**config.mk**
```make
export PLATFORM = sky130hd
export DESIGN_NAME = sadma_channel
export DESIGN_NICKNAME = d
export VERILOG_FILES = /design/src/rtl/sadma_pkg.sv /design/src/rtl/sadma_regs.sv /design/src/rtl/sadma_engine.sv /design/src/rtl/sadma_channel.sv
export SDC_FILE = /design/constraint.sdc
export NUM_CORES = 1
export LEC_CHECK = 0
export ABC_AREA = 0
export BUFFER_PORTS_ARGS = -buffer_cell sky130_fd_sc_hd__buf_2
export CAP_MARGIN = 5
export CELL_PAD_IN_SITES_DETAIL_PLACEMENT = 0
export CELL_PAD_IN_SITES_GLOBAL_PLACEMENT = 1
export CORE_MARGIN = 3
export CORE_UTILIZATION = 30
export CTS_CLUSTER_SIZE = 20
export DETAILED_ROUTE_END_ITERATION = 8
export PLACE_DENSITY_LB_ADDON = 0.3
export SLEW_MARGIN = 20
export SYNTH_ARGS = -nofsm -noshare
export SYNTH_HDL_FRONTEND = slang
export SYNTH_SLANG_ARGS = --single-unit
```
**constraint.sdc**
```tcl
create_clock -name clk -period 5 [get_ports clk]
set_input_delay 0.5 -clock clk [delete_from_list [all_inputs] [get_ports clk]]
set_output_delay 0.5 -clock clk [all_outputs]
set_load 0.02 [all_outputs]
```
**src/rtl/sadma_pkg.sv**
```systemverilog
package sadma_pkg;

    typedef enum logic [2:0] {
        ST_IDLE,
        ST_FETCH,
        ST_SEND,
        ST_CAPTURE,
        ST_STORE,
        ST_PAUSE
    } dma_state_t;

    // Register byte offsets decoded by software
    localparam logic [7:0] OFS_CONF = 8'h00;
    localparam logic [7:0] OFS_BASE = 8'h10;
    localparam logic [7:0] OFS_LEN  = 8'h18;
    localparam logic [7:0] OFS_CUR  = 8'h20;
    localparam logic [7:0] OFS_LEFT = 8'h28;
    localparam logic [7:0] OFS_RUN  = 8'h30;
    localparam logic [7:0] OFS_IEN  = 8'h40;
    localparam logic [7:0] OFS_IST  = 8'h44;
    localparam logic [7:0] OFS_ICLR = 8'h48;

    // Field positions inside the configuration word
    localparam int CONF_TX_BIT   = 12;
    localparam int CONF_END_BIT  = 8;
    localparam int CONF_WAIT_LSB = 4;

    typedef struct packed {
        logic       tx_mode;
        logic       end_mode;
        logic [1:0] wait_cycles;
    } chan_cfg_t;

endpackage

```
**src/rtl/sadma_regs.sv**
```systemverilog
module sadma_regs
    import sadma_pkg::*;
#(
    parameter int ADDR_W   = 32,
    parameter int CNT_W    = 26,
    parameter int NUM_IRQ  = 2,
    parameter int IRQ_BIT  = 0
) (
    input  logic              clk,
    input  logic              rst_n,
    input  logic              wr_en,
    input  logic [7:0]        addr,
    input  logic [31:0]       wdata,
    output logic [31:0]       rdata,
    output chan_cfg_t         cfg,
    output logic [ADDR_W-1:0] base,
    output logic [CNT_W-1:0]  len,
    output logic              start_pulse,
    output logic              halt_pulse,
    input  logic              eng_busy,
    input  logic [ADDR_W-1:0] eng_cur,
    input  logic [CNT_W-1:0]  eng_left,
    input  logic              eng_done,
    output logic              irq
);

    logic [NUM_IRQ-1:0] ien_q;
    logic [NUM_IRQ-1:0] ist_q;
    logic [NUM_IRQ-1:0] clr_mask;
    logic               wr_run;

    assign wr_run      = wr_en && (addr == OFS_RUN);
    assign start_pulse = wr_run && (wdata != 32'd0) && !eng_busy;
    assign halt_pulse  = wr_run && (wdata == 32'd0) && eng_busy;
    assign clr_mask    = (wr_en && addr == OFS_ICLR) ? wdata[NUM_IRQ-1:0] : '0;

    always_ff @(posedge clk or negedge rst_n) begin
        if (!rst_n) begin
            cfg   <= '0;
            base  <= '0;
            len   <= '0;
            ien_q <= '0;
        end else if (wr_en) begin
            unique case (addr)
                OFS_CONF: begin
                    cfg.tx_mode     <= wdata[CONF_TX_BIT];
                    cfg.end_mode    <= wdata[CONF_END_BIT];
                    cfg.wait_cycles <= wdata[CONF_WAIT_LSB +: 2];
                end
                OFS_BASE: base  <= wdata[ADDR_W-1:0];
                OFS_LEN:  len   <= wdata[CNT_W-1:0];
                OFS_IEN:  ien_q <= wdata[NUM_IRQ-1:0];
                default: ;
            endcase
        end
    end

    // One status flop per interrupt source; only this channel's bit has a setter
    for (genvar gi = 0; gi < NUM_IRQ; gi++) begin : g_status
        logic set_bit;
        if (gi == IRQ_BIT) begin : g_own
            assign set_bit = eng_done;
        end else begin : g_other
            assign set_bit = 1'b0;
        end
        always_ff @(posedge clk or negedge rst_n) begin
            if (!rst_n)          ist_q[gi] <= 1'b0;
            else if (set_bit)    ist_q[gi] <= 1'b1;
            else if (clr_mask[gi]) ist_q[gi] <= 1'b0;
        end
    end

    assign irq = |(ist_q & ien_q);

    always_comb begin
        rdata = 32'd0;
        unique case (addr)
            OFS_CONF: begin
                rdata[CONF_TX_BIT]          = cfg.tx_mode;
                rdata[CONF_END_BIT]         = cfg.end_mode;
                rdata[CONF_WAIT_LSB +: 2]   = cfg.wait_cycles;
            end
            OFS_BASE: rdata = 32'(base);
            OFS_LEN:  rdata = 32'(len);
            OFS_CUR:  rdata = 32'(eng_cur);
            OFS_LEFT: rdata = 32'(eng_left);
            OFS_RUN:  rdata = {31'd0, eng_busy};
            OFS_IEN:  rdata = 32'(ien_q);
            OFS_IST:  rdata = 32'(ist_q);
            default:  rdata = 32'd0;
        endcase
    end

    assert_done_sets_status_R8: assert property (@(posedge clk) disable iff (!rst_n)
        eng_done |=> ist_q[IRQ_BIT]);

    assert_clear_zero_keeps_R9: assert property (@(posedge clk) disable iff (!rst_n)
        (wr_en && addr == OFS_ICLR && wdata[NUM_IRQ-1:0] == '0 && !eng_done) |=> $stable(ist_q));

endmodule

```
**src/rtl/sadma_engine.sv**
```systemverilog
module sadma_engine
    import sadma_pkg::*;
#(
    parameter int ADDR_W = 32,
    parameter int CNT_W  = 26,
    parameter int DATA_W = 32
) (
    input  logic              clk,
    input  logic              rst_n,
    input  logic              start,
    input  logic              halt,
    input  chan_cfg_t         cfg,
    input  logic [ADDR_W-1:0] base,
    input  logic [CNT_W-1:0]  len,
    output logic              busy,
    output logic              done,
    output logic [ADDR_W-1:0] cur_addr,
    output logic [CNT_W-1:0]  left,
    output logic              mem_req,
    output logic              mem_we,
    output logic [ADDR_W-1:0] mem_addr,
    output logic [DATA_W-1:0] mem_wdata,
    input  logic              mem_ready,
    input  logic [DATA_W-1:0] mem_rdata,
    output logic              tx_valid,
    output logic [DATA_W-1:0] tx_data,
    input  logic              tx_ready,
    input  logic              rx_valid,
    input  logic [DATA_W-1:0] rx_data,
    input  logic              rx_last,
    output logic              rx_ready
);

    localparam int                BEAT_BYTES = DATA_W / 8;
    localparam logic [CNT_W-1:0]  BEAT_CNT   = CNT_W'(BEAT_BYTES);
    localparam logic [ADDR_W-1:0] BEAT_ADR   = ADDR_W'(BEAT_BYTES);

    dma_state_t        state_q, state_d;
    chan_cfg_t         cfg_q;
    logic [ADDR_W-1:0] cur_q;
    logic [CNT_W-1:0]  left_q;
    logic [DATA_W-1:0] data_q;
    logic              last_q;
    logic              fin_q;
    logic [1:0]        wcnt_q;
    logic              beat;
    logic              fin;
    logic              end_now;
    logic              zero_start;

    assign end_now    = (left_q == BEAT_CNT) || (cfg_q.end_mode && last_q);
    assign zero_start = (state_q == ST_IDLE) && start && (len == '0);

    // Next-state and beat decisions
    always_comb begin
        state_d = state_q;
        beat    = 1'b0;
        fin     = 1'b0;
        unique case (state_q)
            ST_IDLE: begin
                if (start && len != '0)
                    state_d = cfg.tx_mode ? ST_FETCH : ST_CAPTURE;
            end
            ST_FETCH: begin
                if (mem_ready)
                    state_d = (cfg_q.wait_cycles != 2'd0) ? ST_PAUSE : ST_SEND;
            end
            ST_SEND: begin
                if (tx_ready) begin
                    beat = 1'b1;
                    if (left_q == BEAT_CNT) begin
                        fin     = 1'b1;
                        state_d = ST_IDLE;
                    end else begin
                        state_d = ST_FETCH;
                    end
                end
            end
            ST_CAPTURE: begin
                if (rx_valid) state_d = ST_STORE;
            end
            ST_STORE: begin
                if (mem_ready) begin
                    beat = 1'b1;
                    if (cfg_q.wait_cycles != 2'd0) begin
                        state_d = ST_PAUSE;
                    end else if (end_now) begin
                        fin     = 1'b1;
                        state_d = ST_IDLE;
                    end else begin
                        state_d = ST_CAPTURE;
                    end
                end
            end
            ST_PAUSE: begin
                if (wcnt_q == 2'd1) begin
                    if (cfg_q.tx_mode) begin
                        state_d = ST_SEND;
                    end else if (fin_q) begin
                        fin     = 1'b1;
                        state_d = ST_IDLE;
                    end else begin
                        state_d = ST_CAPTURE;
                    end
                end
            end
            default: state_d = ST_IDLE;
        endcase
        if (halt) state_d = ST_IDLE;
    end

    // State register
    always_ff @(posedge clk or negedge rst_n) begin
        if (!rst_n) state_q <= ST_IDLE;
        else        state_q <= state_d;
    end

    // Datapath registers
    always_ff @(posedge clk or negedge rst_n) begin
        if (!rst_n) begin
            cfg_q  <= '0;
            cur_q  <= '0;
            left_q <= '0;
            data_q <= '0;
            last_q <= 1'b0;
            fin_q  <= 1'b0;
            wcnt_q <= 2'd0;
        end else begin
            if (state_q == ST_IDLE && start) begin
                cur_q  <= base;
                left_q <= len;
                cfg_q  <= cfg;
                last_q <= 1'b0;
            end else if (beat) begin
                cur_q  <= cur_q + BEAT_ADR;
                left_q <= left_q - BEAT_CNT;
            end
            if (state_q == ST_FETCH && mem_ready) data_q <= mem_rdata;
            if (state_q == ST_CAPTURE && rx_valid) begin
                data_q <= rx_data;
                last_q <= rx_last;
            end
            if (state_d == ST_PAUSE && state_q != ST_PAUSE) begin
                wcnt_q <= cfg_q.wait_cycles;
                fin_q  <= end_now;
            end else if (state_q == ST_PAUSE) begin
                wcnt_q <= wcnt_q - 2'd1;
            end
        end
    end

    // Outputs decoded from the state
    always_comb begin
        mem_req  = 1'b0;
        mem_we   = 1'b0;
        tx_valid = 1'b0;
        rx_ready = 1'b0;
        unique case (state_q)
            ST_FETCH:   mem_req  = 1'b1;
            ST_STORE:   begin mem_req = 1'b1; mem_we = 1'b1; end
            ST_SEND:    tx_valid = 1'b1;
            ST_CAPTURE: rx_ready = 1'b1;
            default: ;
        endcase
    end

    assign busy      = (state_q != ST_IDLE);
    assign done      = (fin && !halt) || zero_start;
    assign cur_addr  = cur_q;
    assign left      = left_q;
    assign mem_addr  = cur_q;
    assign mem_wdata = data_q;
    assign tx_data   = data_q;

    assert_tx_hold_R4: assert property (@(posedge clk) disable iff (!rst_n)
        (tx_valid && !tx_ready && !halt) |=> (tx_valid && $stable(tx_data)));

    assert_beat_step_R6: assert property (@(posedge clk) disable iff (!rst_n)
        (busy && $past(busy) && cur_addr != $past(cur_addr))
            |-> (cur_addr == $past(cur_addr) + BEAT_ADR && left == $past(left) - BEAT_CNT));

    assert_pause_quiet_R7: assert property (@(posedge clk) disable iff (!rst_n)
        (mem_req && mem_ready && cfg_q.wait_cycles != 2'd0 && !halt)
            |=> (!mem_req && !tx_valid && !rx_ready));

    assert_halt_stops_R10: assert property (@(posedge clk) disable iff (!rst_n)
        halt |=> (!busy && !mem_req && !tx_valid && !rx_ready));

    assert_zero_len_R12: assert property (@(posedge clk) disable iff (!rst_n)
        (start && !busy && len == '0) |=> !busy);

    assert_done_idle_R6: assert property (@(posedge clk) disable iff (!rst_n)
        done |=> !busy);

endmodule

```
**src/rtl/sadma_channel.sv**
```systemverilog
module sadma_channel
    import sadma_pkg::*;
#(
    parameter int ADDR_W  = 32,
    parameter int CNT_W   = 26,
    parameter int NUM_IRQ = 2,
    parameter int IRQ_BIT = 0
) (
    input  logic              clk,
    input  logic              rst_n,
    input  logic              reg_wr,
    input  logic [7:0]        reg_addr,
    input  logic [31:0]       reg_wdata,
    output logic [31:0]       reg_rdata,
    output logic              irq,
    output logic              mem_req,
    output logic              mem_we,
    output logic [ADDR_W-1:0] mem_addr,
    output logic [31:0]       mem_wdata,
    input  logic              mem_ready,
    input  logic [31:0]       mem_rdata,
    output logic              per_tx_valid,
    output logic [31:0]       per_tx_data,
    input  logic              per_tx_ready,
    input  logic              per_rx_valid,
    input  logic [31:0]       per_rx_data,
    input  logic              per_rx_last,
    output logic              per_rx_ready
);

    chan_cfg_t         cfg;
    logic [ADDR_W-1:0] base;
    logic [CNT_W-1:0]  len;
    logic              start_pulse;
    logic              halt_pulse;
    logic              eng_busy;
    logic              eng_done;
    logic [ADDR_W-1:0] eng_cur;
    logic [CNT_W-1:0]  eng_left;

    sadma_regs #(
        .ADDR_W  (ADDR_W),
        .CNT_W   (CNT_W),
        .NUM_IRQ (NUM_IRQ),
        .IRQ_BIT (IRQ_BIT)
    ) u_regs (
        .clk         (clk),
        .rst_n       (rst_n),
        .wr_en       (reg_wr),
        .addr        (reg_addr),
        .wdata       (reg_wdata),
        .rdata       (reg_rdata),
        .cfg         (cfg),
        .base        (base),
        .len         (len),
        .start_pulse (start_pulse),
        .halt_pulse  (halt_pulse),
        .eng_busy    (eng_busy),
        .eng_cur     (eng_cur),
        .eng_left    (eng_left),
        .eng_done    (eng_done),
        .irq         (irq)
    );

    sadma_engine #(
        .ADDR_W (ADDR_W),
        .CNT_W  (CNT_W),
        .DATA_W (32)
    ) u_engine (
        .clk       (clk),
        .rst_n     (rst_n),
        .start     (start_pulse),
        .halt      (halt_pulse),
        .cfg       (cfg),
        .base      (base),
        .len       (len),
        .busy      (eng_busy),
        .done      (eng_done),
        .cur_addr  (eng_cur),
        .left      (eng_left),
        .mem_req   (mem_req),
        .mem_we    (mem_we),
        .mem_addr  (mem_addr),
        .mem_wdata (mem_wdata),
        .mem_ready (mem_ready),
        .mem_rdata (mem_rdata),
        .tx_valid  (per_tx_valid),
        .tx_data   (per_tx_data),
        .tx_ready  (per_tx_ready),
        .rx_valid  (per_rx_valid),
        .rx_data   (per_rx_data),
        .rx_last   (per_rx_last),
        .rx_ready  (per_rx_ready)
    );

endmodule

```
==> results of run 1 <==
==> metrics by stage <==
stage	cell area (µm²)	power, mW
2_1_floorplan	8880	3.02
3_3_place_gp	10300	3.46
3_5_place_dp	10300	3.48
4_1_cts	10900	4.86
5_1_grt	10900	5.09
6_report	10900	4.80
==> state kept, by name, summed over array words and instances, names as in the netlist <==
name	count
u_engine.cur_addr	32
u_engine.wcnt_q	2
u_engine.state_q	3
u_regs.ist_q	1
u_engine.cfg_q	4
u_regs.ien_q	2
u_engine.mem_wdata	32
u_regs.len	26
u_regs.cfg	4
u_engine.fin_q	1
u_engine.left	26
u_engine.last_q	1
u_regs.base	32
==> power groups by stage <==
stage	Clock (mW)	Combinational, mW	Sequential [mW]
after global placement	0	1.54	1.92
after global routing	1.45	1.69	1.95
after CTS	1.40	1.55	1.91
after detailed placement	0	1.55	1.93
after floorplan	0	1.00	2.02
final	1.36	1.53	1.91
==> area by class of cell <==
cell class / instances / area share, %
multi-input combinational: 652 / 39.6
sequential: 166 / 38.2
timing repair buffer: 255 / 12.1
tap: 384 / 4.41
clock buffer: 18 / 3.94
clock inverter: 12 / 1.39
inverter: 12 / 0.414
==> layout by cell type (no fill, tap or decap), drive strengths merged, types with 3 or more instances in the layout <==
cell      n
a211oi    3
a21oi    56
a221oi    3
a222oi   20
a22o      6
a22oi     7
a311oi    3
and2      8
and4      4
buf     255
bufinv    3
clkbuf   18
clkinv    4
dfrtp   166
ha        4
inv      15
mux2     65
mux2i    42
nand2   124
nand3    27
nand3b    3
nand4    14
nor2     85
nor2b     3
nor3     28
nor3b     3
nor4     25
o211ai    8
o21ai    41
or3       4
xnor2    17
xor2     18
==> cells in the mapped netlist, types with 8 or more instances <==
cell type  number  area [µm²]
dfrtp_1       166        4150
nand2_1       123         462
nor2_1         85         319
mux2_2         64         721
a21oi_1        55         275
mux2i_1        42         420
o21ai_0        39         195
buf_4          33         248
clkbuf_1       29         109
nand3_1        27         135
nor3_1         24         120
nor4_1         21         131
a222oi_1       20         200
xor2_1         18         158
xnor2_1        17         149
buf_1          12        45.0
inv_1          12        45.0
nand4_1        12        75.1
and2_1          8        50.1
o211ai_1        8        60.1
==> path summary, 6_finish.rpt <==
kind / start / end / cells past startpoint
min reg2reg: u_engine.cfg_q[2] / u_engine.cfg_q[2] / 2
min in group clk: reg_wdata[30] / u_regs.base[30] / 2
max reg2reg: u_engine.state_q[0] / u_engine.left[2] / 5
min: rst_n / u_regs.ien_q[0] / 1
max in group asynchronous: rst_n / u_engine.left[2] / 2
max: reg_addr[7] / reg_rdata[9] / 8
==> layer usage <==
layer	global-route usage [%]	vias up	share of wire [%]
met5	0	-	0.044
met4	3.11	2	0.64
met3	3.24	14	5.2
met2	32.6	224	51
met1	24.0	3777	43
li1	-	3644	-
==> logic make-up after synthesis <==
family	count (synthesis)	synth area share, %
flip-flops	166	46.8
AO/OA/AOI/OAI	167	12.3
XOR/XNOR	35	3.45
AND/OR/NAND/NOR	339	18.7
multiplexers	107	13.0
adder cells (fa/ha/maj)	4	0.563
buffers and inverters	89	5.20
==> out/metrics.cfg, run 1 <==
[outcome]
status = complete, no violations

[timing]
report.final.slew_viol_count = 0
worst_slack_ns = 1.67
layout_min_cycle_time_ns = 3.33
hold_viol = 0
rsz0062_at_grt = false
maxSlewHeadroom_pct = 27.1
tightest_slew_ns = 1.09
fmax_mhz = 300
tns_ns = 0
setup_viol = 0
finClkSkew_ns = 0.0130
holdWs_ns = 0.153
period_share_pct = 66.6

[synth]
synth_fp_nets = 1022
ys.flop_type = dfrtp_1
seq_area_frac_synth_pct = 46.8
synth_seq_cells = 166
synth_warnings = 0
avgSynthCellArea_um2 = 9.80
synth_cell_types = 64
synth_edf_count = 0
netlist_instances = 907
synth_area_mm2 = 0.00888
async_flop_share_pct = 100

[routing]
ant_nets = 0
dr.pass1.iters = 5
drcViolationCount = 0
routedWlPerCell_um = 19.6
drt_wl_total_um = 29400
dr_total_vias = 7661
avgViaCountPerCell = 5.11
drt-initial-drc-count = 453

[pwr]
sw_frac_of_total_pct = 38.9
power_density_mw_per_mm2 = 441
peakVddDrop_v = 0.000215
p_switching_mw = 1.87
pwr-share-seq_pct = 39.8
leakagePower_nw = 5.45
combPwrFrac_pct = 31.9
intPower_mw = 2.93
p_clk_share_pct = 28.3

[placed_design]
portBuffers = 243
dp.final_hpwl_um = 21400
pre_cts_ws_ns = 1.47
placed_cells = 1469
place_congestion = 0.812

[floorplanning]
die_h_um = 178
dieArea_mm2 = 0.0317
core_area_mm2 = 0.0289
io_pins = 244
fp-row-count = 62
initial_utilization_pct = 30.7
die_x_um = 178

[worst_setup_path]
cp-start-kind = input pin
path_cells = buf_2 > nor3_1 > nand2_1 > nor2_2 > buf_4 > a222oi_1 > nand2_1 > buf_2
critPathMaxStageDelay_ns = 0.64
r2r_slack_ns = 1.95
worstPathRequired_ns = 4.50
critPathKind = in -> out
end_kind = output port
critPathBufInv = 3
cpMaxStageDelayCell = nor2_2
cp.arrival_ns = 2.83
cp_max_fo = 16
path_delay_family = simple AND/OR/NAND/NOR gates

[grt]
grt_util_all_layers_pct = 18.5
grt_first_pass_wirelength_um = 45000
grt_max_degree = 89
grt_pass1_vias = 7510
antenna_found_initial = 1
overflow = 0

[clocking]
clk_pin_slew_ns = 0.07
htreeDepth = 4
hold_buffers = 0
cts_inserted_buffers = 17
cts_sinks = 166
cts_root_buf = clkbuf_16
cts_tree = yes
post-cts-setup-buffer-count = 0
clk_path_buf_depth = 2
clk_latency_ns = 0.43
cts_resized = 0

[cells_and_area]
seq_area_mm2 = 0.00415
post_layout_nonfiller_instances = 1499
fill_cells = 2978
drive_gt1_share_pct = 33.6
area_growth_pct = 22.5
utilization_pct = 37.6
nets = 1219
multi_input_area_mm2 = 0.00431
diodes = 0

[worst_hold_path]
hp-class = in -> async

[job]
maxCapViolCount = 0

Power figures use the tool's default switching activity.
==> run 2: changes to the inputs <==
==> constraint.sdc (replaced) <==
create_clock -name clk -period 2.8 [get_ports clk]
set_input_delay 0.28 -clock clk [delete_from_list [all_inputs] [get_ports clk]]
set_output_delay 0.28 -clock clk [all_outputs]
set_load 0.02 [all_outputs]
==> out/metrics.cfg, run 2 (synthesis gave the netlist of run 1 again) <==
[outcome]
status = complete, no violations

[timing]
holdWs_ns = 0.110  ; -0.0428 ns
tightest_slew_ns = 0.650  ; -0.441 ns
tns_ns = 0  ; unchanged
period_share_pct = 88.9
fmax_mhz = 402
maxSlewHeadroom_pct = 56.7  ; +30 points
report.final.slew_viol_count = 0  ; unchanged
setup_viol = 0  ; unchanged
rsz0062_at_grt = false
hold_viol = 0  ; unchanged
finClkSkew_ns = 0.0175  ; +0.00453 ns
layout_min_cycle_time_ns = 2.49

[placed_design]
place_congestion = 0.855  ; +5.3%
postPlaceCellArea_mm2 = 0.0106  ; +2.7%
portBuffers = 243  ; unchanged
dp.final_hpwl_um = 22200  ; +3.7%

[floorplanning]
fp-row-count = 62  ; unchanged
core_area_mm2 = 0.0289  ; unchanged
initial_utilization_pct = 30.7  ; unchanged
io_pins = 244  ; unchanged
dieArea_mm2 = 0.0317  ; unchanged
die_x_um = 178  ; unchanged
die_h_um = 178  ; unchanged

[grt]
antenna_found_initial = 0  ; -1
grt_pass1_vias = 7609  ; +1.3%
grt_util_all_layers_pct = 18.6  ; +0.19 points
grt_max_degree = 65  ; -27%
grt_first_pass_wirelength_um = 45500  ; +1.1%
overflow = 0  ; unchanged

[clocking]
clk_pin_slew_ns = 0.07  ; about the same
cts_root_buf = clkbuf_16
post-cts-setup-buffer-count = 0  ; unchanged
clk_path_buf_depth = 2  ; unchanged
cts_inserted_buffers = 17  ; unchanged
htreeDepth = 4  ; unchanged
cts_sinks = 166  ; unchanged
cts_tree = yes
clk_latency_ns = 0.43  ; about the same

[cells_and_area]
nets = 1250  ; +2.5%
stdcell_area_mm2 = 0.0112  ; +3.0%
fill_cells = 2976  ; -0.067%
final_common_cell = buf_2
drive_gt1_share_pct = 35.4  ; +1.7 points
area_growth_pct = 26.2
layout_common_cells = buf_2, dfrtp_1, nand2_1
utilization_pct = 38.8  ; +1.1 points
diodes = 0  ; unchanged

[routing]
routedWlPerCell_um = 19.4  ; -1.1%
drcViolationCount = 0  ; unchanged
ant_nets = 0  ; unchanged
drt-initial-drc-count = 415  ; -8.4%
avgViaCountPerCell = 5.05  ; -1.1%
dr.pass1.iters = 6  ; +1
drt_wl_total_um = 29700  ; +0.90%
dr_total_vias = 7727  ; +0.86%

[worst_setup_path]
worstPathRequired_ns = 3.16  ; -1.34 ns
cp-start-kind = flip-flop
cp_max_fo = 5  ; -11
end_kind = flip-flop
cp.arrival_ns = 2.85  ; +0.02 ns
critPathKind = reg -> reg

[pwr]
peakVddDrop_v = 0.000353  ; +65%
power_density_mw_per_mm2 = 785  ; +78%
leakagePower_nw = 5.64  ; +3.6%
report.power.total_mw = 8.81  ; +83%

[job]
maxCapViolCount = 0  ; unchanged

[worst_hold_path]
hp-class = in -> reg

run 2: critical path, stage by stage, from the launching register on:
cell	delay, ns
dfrtp_1	0.43
nor4_2	0.41
nand2_2	0.17
or3_4	0.37
or4_4	0.52
nor3_2	0.15
mux2i_1	0.23
o21a_1	0.14
run 2: final timing paths:
kind / startpoint / end / slack [ns] / cells after the start
worst max-delay path: u_engine.left[15] / u_engine.left[20] / 0.31 / 7
worst min-delay path: reg_wdata[27] / u_regs.base[27] / 0.11 / 2
worst max register to register: u_engine.left[15] / u_engine.left[20] / 0.31 / 7
worst min register to register: u_engine.cfg_q[2] / u_engine.cfg_q[2] / 0.48 / 2
max in group asynchronous: rst_n / u_engine.left[9] / 1.64 / 3
min in group asynchronous: rst_n / u_engine.left[0] / 0.43 / 2
run 2: metal layers:
| layer | part of all wire (%) | global-route usage, % | vias up |
|---|---|---|---|
| met5 | 0 | 0 | - |
| met4 | 0.73 | 3.70 | 0 |
| met3 | 6.1 | 3.62 | 18 |
| met2 | 50 | 32.5 | 258 |
| met1 | 43 | 24.1 | 3754 |
| li1 | - | - | 3697 |
run 2: cell type report:
type	instances	area (µm²)	share of cell area (%)
timing repair buffer	286	1600	14.2
sequential	166	4150	37.0
clock inverter	10	173	1.54
tap	384	480	4.28
multi-input combinational	652	4310	38.5
clock buffer	19	453	4.04
inverter	12	45.0	0.402
run 2: what timing repair did:
| action | in CTS | in global routing |
|---|---|---|
| hold buffers | 1 | 0 |
| endpoints found under the hold margin | 59 | 0 |
| gates resized for setup | 0 | 0 |
run 2: per-stage QoR:
step	instances	setup WS (ns)
finish	1529	0.311
global route	1529	0.143
CTS	1529	0.309
detailed placement	1499	0.189
global placement	1499	0.131
floorplan	907	0.545
run 2: where the power goes:
part	internal [mW]	total, mW	switching, mW
Combinational	1.09	2.90	1.81
Sequential	2.86	3.35	0.492
Clock	1.54	2.56	1.02
Total	5.48	8.81	3.32
==> run 3: changes to the inputs <==
--- a/config.mk
+++ b/config.mk
@@ -14,7 +14,7 @@
 export CORE_UTILIZATION = 30
 export CTS_CLUSTER_SIZE = 20
 export DETAILED_ROUTE_END_ITERATION = 8
-export PLACE_DENSITY_LB_ADDON = 0.3
+export PLACE_DENSITY_LB_ADDON = 0.1
 export SLEW_MARGIN = 20
 export SYNTH_ARGS = -nofsm -noshare
 export SYNTH_HDL_FRONTEND = slang
==> out/metrics.cfg, run 3 (synthesis gave the netlist of run 1 again) <==
[timing]
hold_viol = 0  ; unchanged
fmax_mhz = 403  ; +0.36%
period_share_pct = 88.6  ; -0.32 points
finClkSkew_ns = 0.0125  ; -0.00497 ns
rsz0062_at_grt = false
layout_min_cycle_time_ns = 2.48  ; -0.00886 ns
tns_ns = 0  ; unchanged
tightest_slew_ns = 0.641  ; -0.00907 ns
setup_viol = 0  ; unchanged
maxSlewHeadroom_pct = 57.3  ; +0.60 points
holdWs_ns = 0.101  ; -0.00949 ns
report.final.slew_viol_count = 0  ; unchanged

[clocking]
clk_path_buf_depth = 2  ; unchanged
clk_pin_slew_ns = 0.07  ; about the same
cts_root_buf = clkbuf_16
cts_sinks = 166  ; unchanged
cts_tree = yes
post-cts-setup-buffer-count = 0  ; unchanged
htreeDepth = 4  ; unchanged
cts_inserted_buffers = 17  ; unchanged
clk_latency_ns = 0.43  ; about the same

[cells_and_area]
fill_cells = 2954  ; -0.74%
final_common_cell = buf_2
drive_gt1_share_pct = 35.6  ; +0.22 points
nets = 1254  ; +0.32%
layout_common_cells = buf_2, dfrtp_1, nand2_1
diodes = 0  ; unchanged
area_growth_pct = 26.7
stdcell_area_mm2 = 0.0113  ; +0.35%

[grt]
overflow = 0  ; unchanged
grt_pass1_vias = 7773  ; +2.2%
antenna_found_initial = 0  ; unchanged
grt_max_degree = 65  ; unchanged
grt_first_pass_wirelength_um = 47300  ; +4.0%
grt_util_all_layers_pct = 19.5  ; +0.87 points

[job]
maxCapViolCount = 0  ; unchanged

[worst_setup_path]
cp-start-kind = flip-flop
critPathMaxStageDelay_ns = 0.42  ; -0.10 ns
worstPathRequired_ns = 3.12  ; -0.04 ns
cp_max_fo = 4  ; -1
cpMaxStageDelayCell = dfrtp_1
critPathKind = reg -> reg
critPathBufInv = 0  ; unchanged
cp.arrival_ns = 2.80  ; -0.05 ns
path_delay_family = simple AND/OR/NAND/NOR gates
r2r_cells = 7  ; unchanged
end_kind = flip-flop
path_cells = nor4_1 > nand3_1 > nor3_1 > o2bb2ai_1 > o311a_1 > nand2_1 > mux2_1
cp.depth = 7  ; unchanged

[routing]
routedWlPerCell_um = 20.2  ; +3.9%
dr_total_vias = 7774  ; +0.61%
ant_nets = 0  ; unchanged
drt-initial-drc-count = 451  ; +8.7%
avgViaCountPerCell = 5.06  ; +0.15%
drcViolationCount = 0  ; unchanged
dr.pass1.iters = 6  ; unchanged
drt_wl_total_um = 31000  ; +4.3%

[floorplanning]
dieArea_mm2 = 0.0317  ; unchanged
fp-row-count = 62  ; unchanged
io_pins = 244  ; unchanged
core_area_mm2 = 0.0289  ; unchanged
die_x_um = 178  ; unchanged
die_h_um = 178  ; unchanged
initial_utilization_pct = 30.7  ; unchanged

[placed_design]
postPlaceCellArea_mm2 = 0.0107  ; +0.99%
portBuffers = 243  ; unchanged
place_congestion = 0.811  ; -5.2%
dp.final_hpwl_um = 22500  ; +1.5%

[worst_hold_path]
hold_depth = 2  ; unchanged
hp-class = in -> reg

[pwr]
leakagePower_nw = 5.64  ; about the same
peakVddDrop_v = 0.000337  ; -4.6%
power_density_mw_per_mm2 = 756  ; -3.7%

[outcome]
status = complete, no violations

## run 3: worst paths after layout
path | startpoint | slack [ns] | end
max reg2reg | u_engine.left[21] | 0.32 | u_engine.fin_q
max | u_engine.left[21] | 0.32 | u_engine.fin_q
min reg2reg | u_engine.cfg_q[2] | 0.50 | u_engine.cfg_q[2]
min | reg_wdata[30] | 0.10 | u_regs.base[30]
min in group asynchronous | rst_n | 0.40 | u_engine.mem_wdata[0]
max in group asynchronous | rst_n | 1.59 | u_engine.left[0]
## run 3: layout make-up
| type | count | area (µm²) | area share, % |
|---|---|---|---|
| multi-input combinational | 652 | 4310 | 38.3 |
| sequential | 166 | 4150 | 36.9 |
| timing repair buffer | 290 | 1700 | 15.1 |
| tap | 384 | 480 | 4.27 |
| clock buffer | 22 | 474 | 4.21 |
| clock inverter | 10 | 85.1 | 0.756 |
| inverter | 12 | 45.0 | 0.400 |
## run 3: repair_timing
| item | in CTS | in global routing |
|---|---|---|
| hold buffers | 1 | 0 |
| gates resized for setup | 0 | 0 |
| setup endpoints to repair | 0 | 0 |
| hold endpoints to repair | 58 | 0 |
## run 3: metrics by stage
| stage | worst slack [ns] | total power [mW] | instances | util (%) |
|---|---|---|---|---|
| after floorplan | 0.545 | 5.39 | 907 | - |
| after global placement | 0.209 | 6.29 | 1503 | 36.9 |
| after detailed placement | 0.171 | 6.30 | 1503 | 36.9 |
| after CTS | 0.296 | 8.63 | 1536 | 38.9 |
| after global routing | 0.112 | 9.05 | 1536 | 38.9 |
| final | 0.320 | 8.51 | 1536 | 38.9 |
## run 3: report_power, final
| part | total [mW] | switching, mW | leakage [nW] | internal, mW |
|---|---|---|---|---|
| clock | 2.29 | 1.07 | 0.263 | 1.23 |
| sequential | 3.36 | 0.509 | 2.18 | 2.85 |
| combinational | 2.85 | 1.78 | 3.20 | 1.08 |
## run 3: metal layers
layer	vias to the layer above	share of wire, %	track usage [%]
met4	0	1.3	4.42
met3	23	4.9	3.26
met1	3810	44	25.4
met2	225	49	33.9
li1	3716	-	-
met5	-	0	0
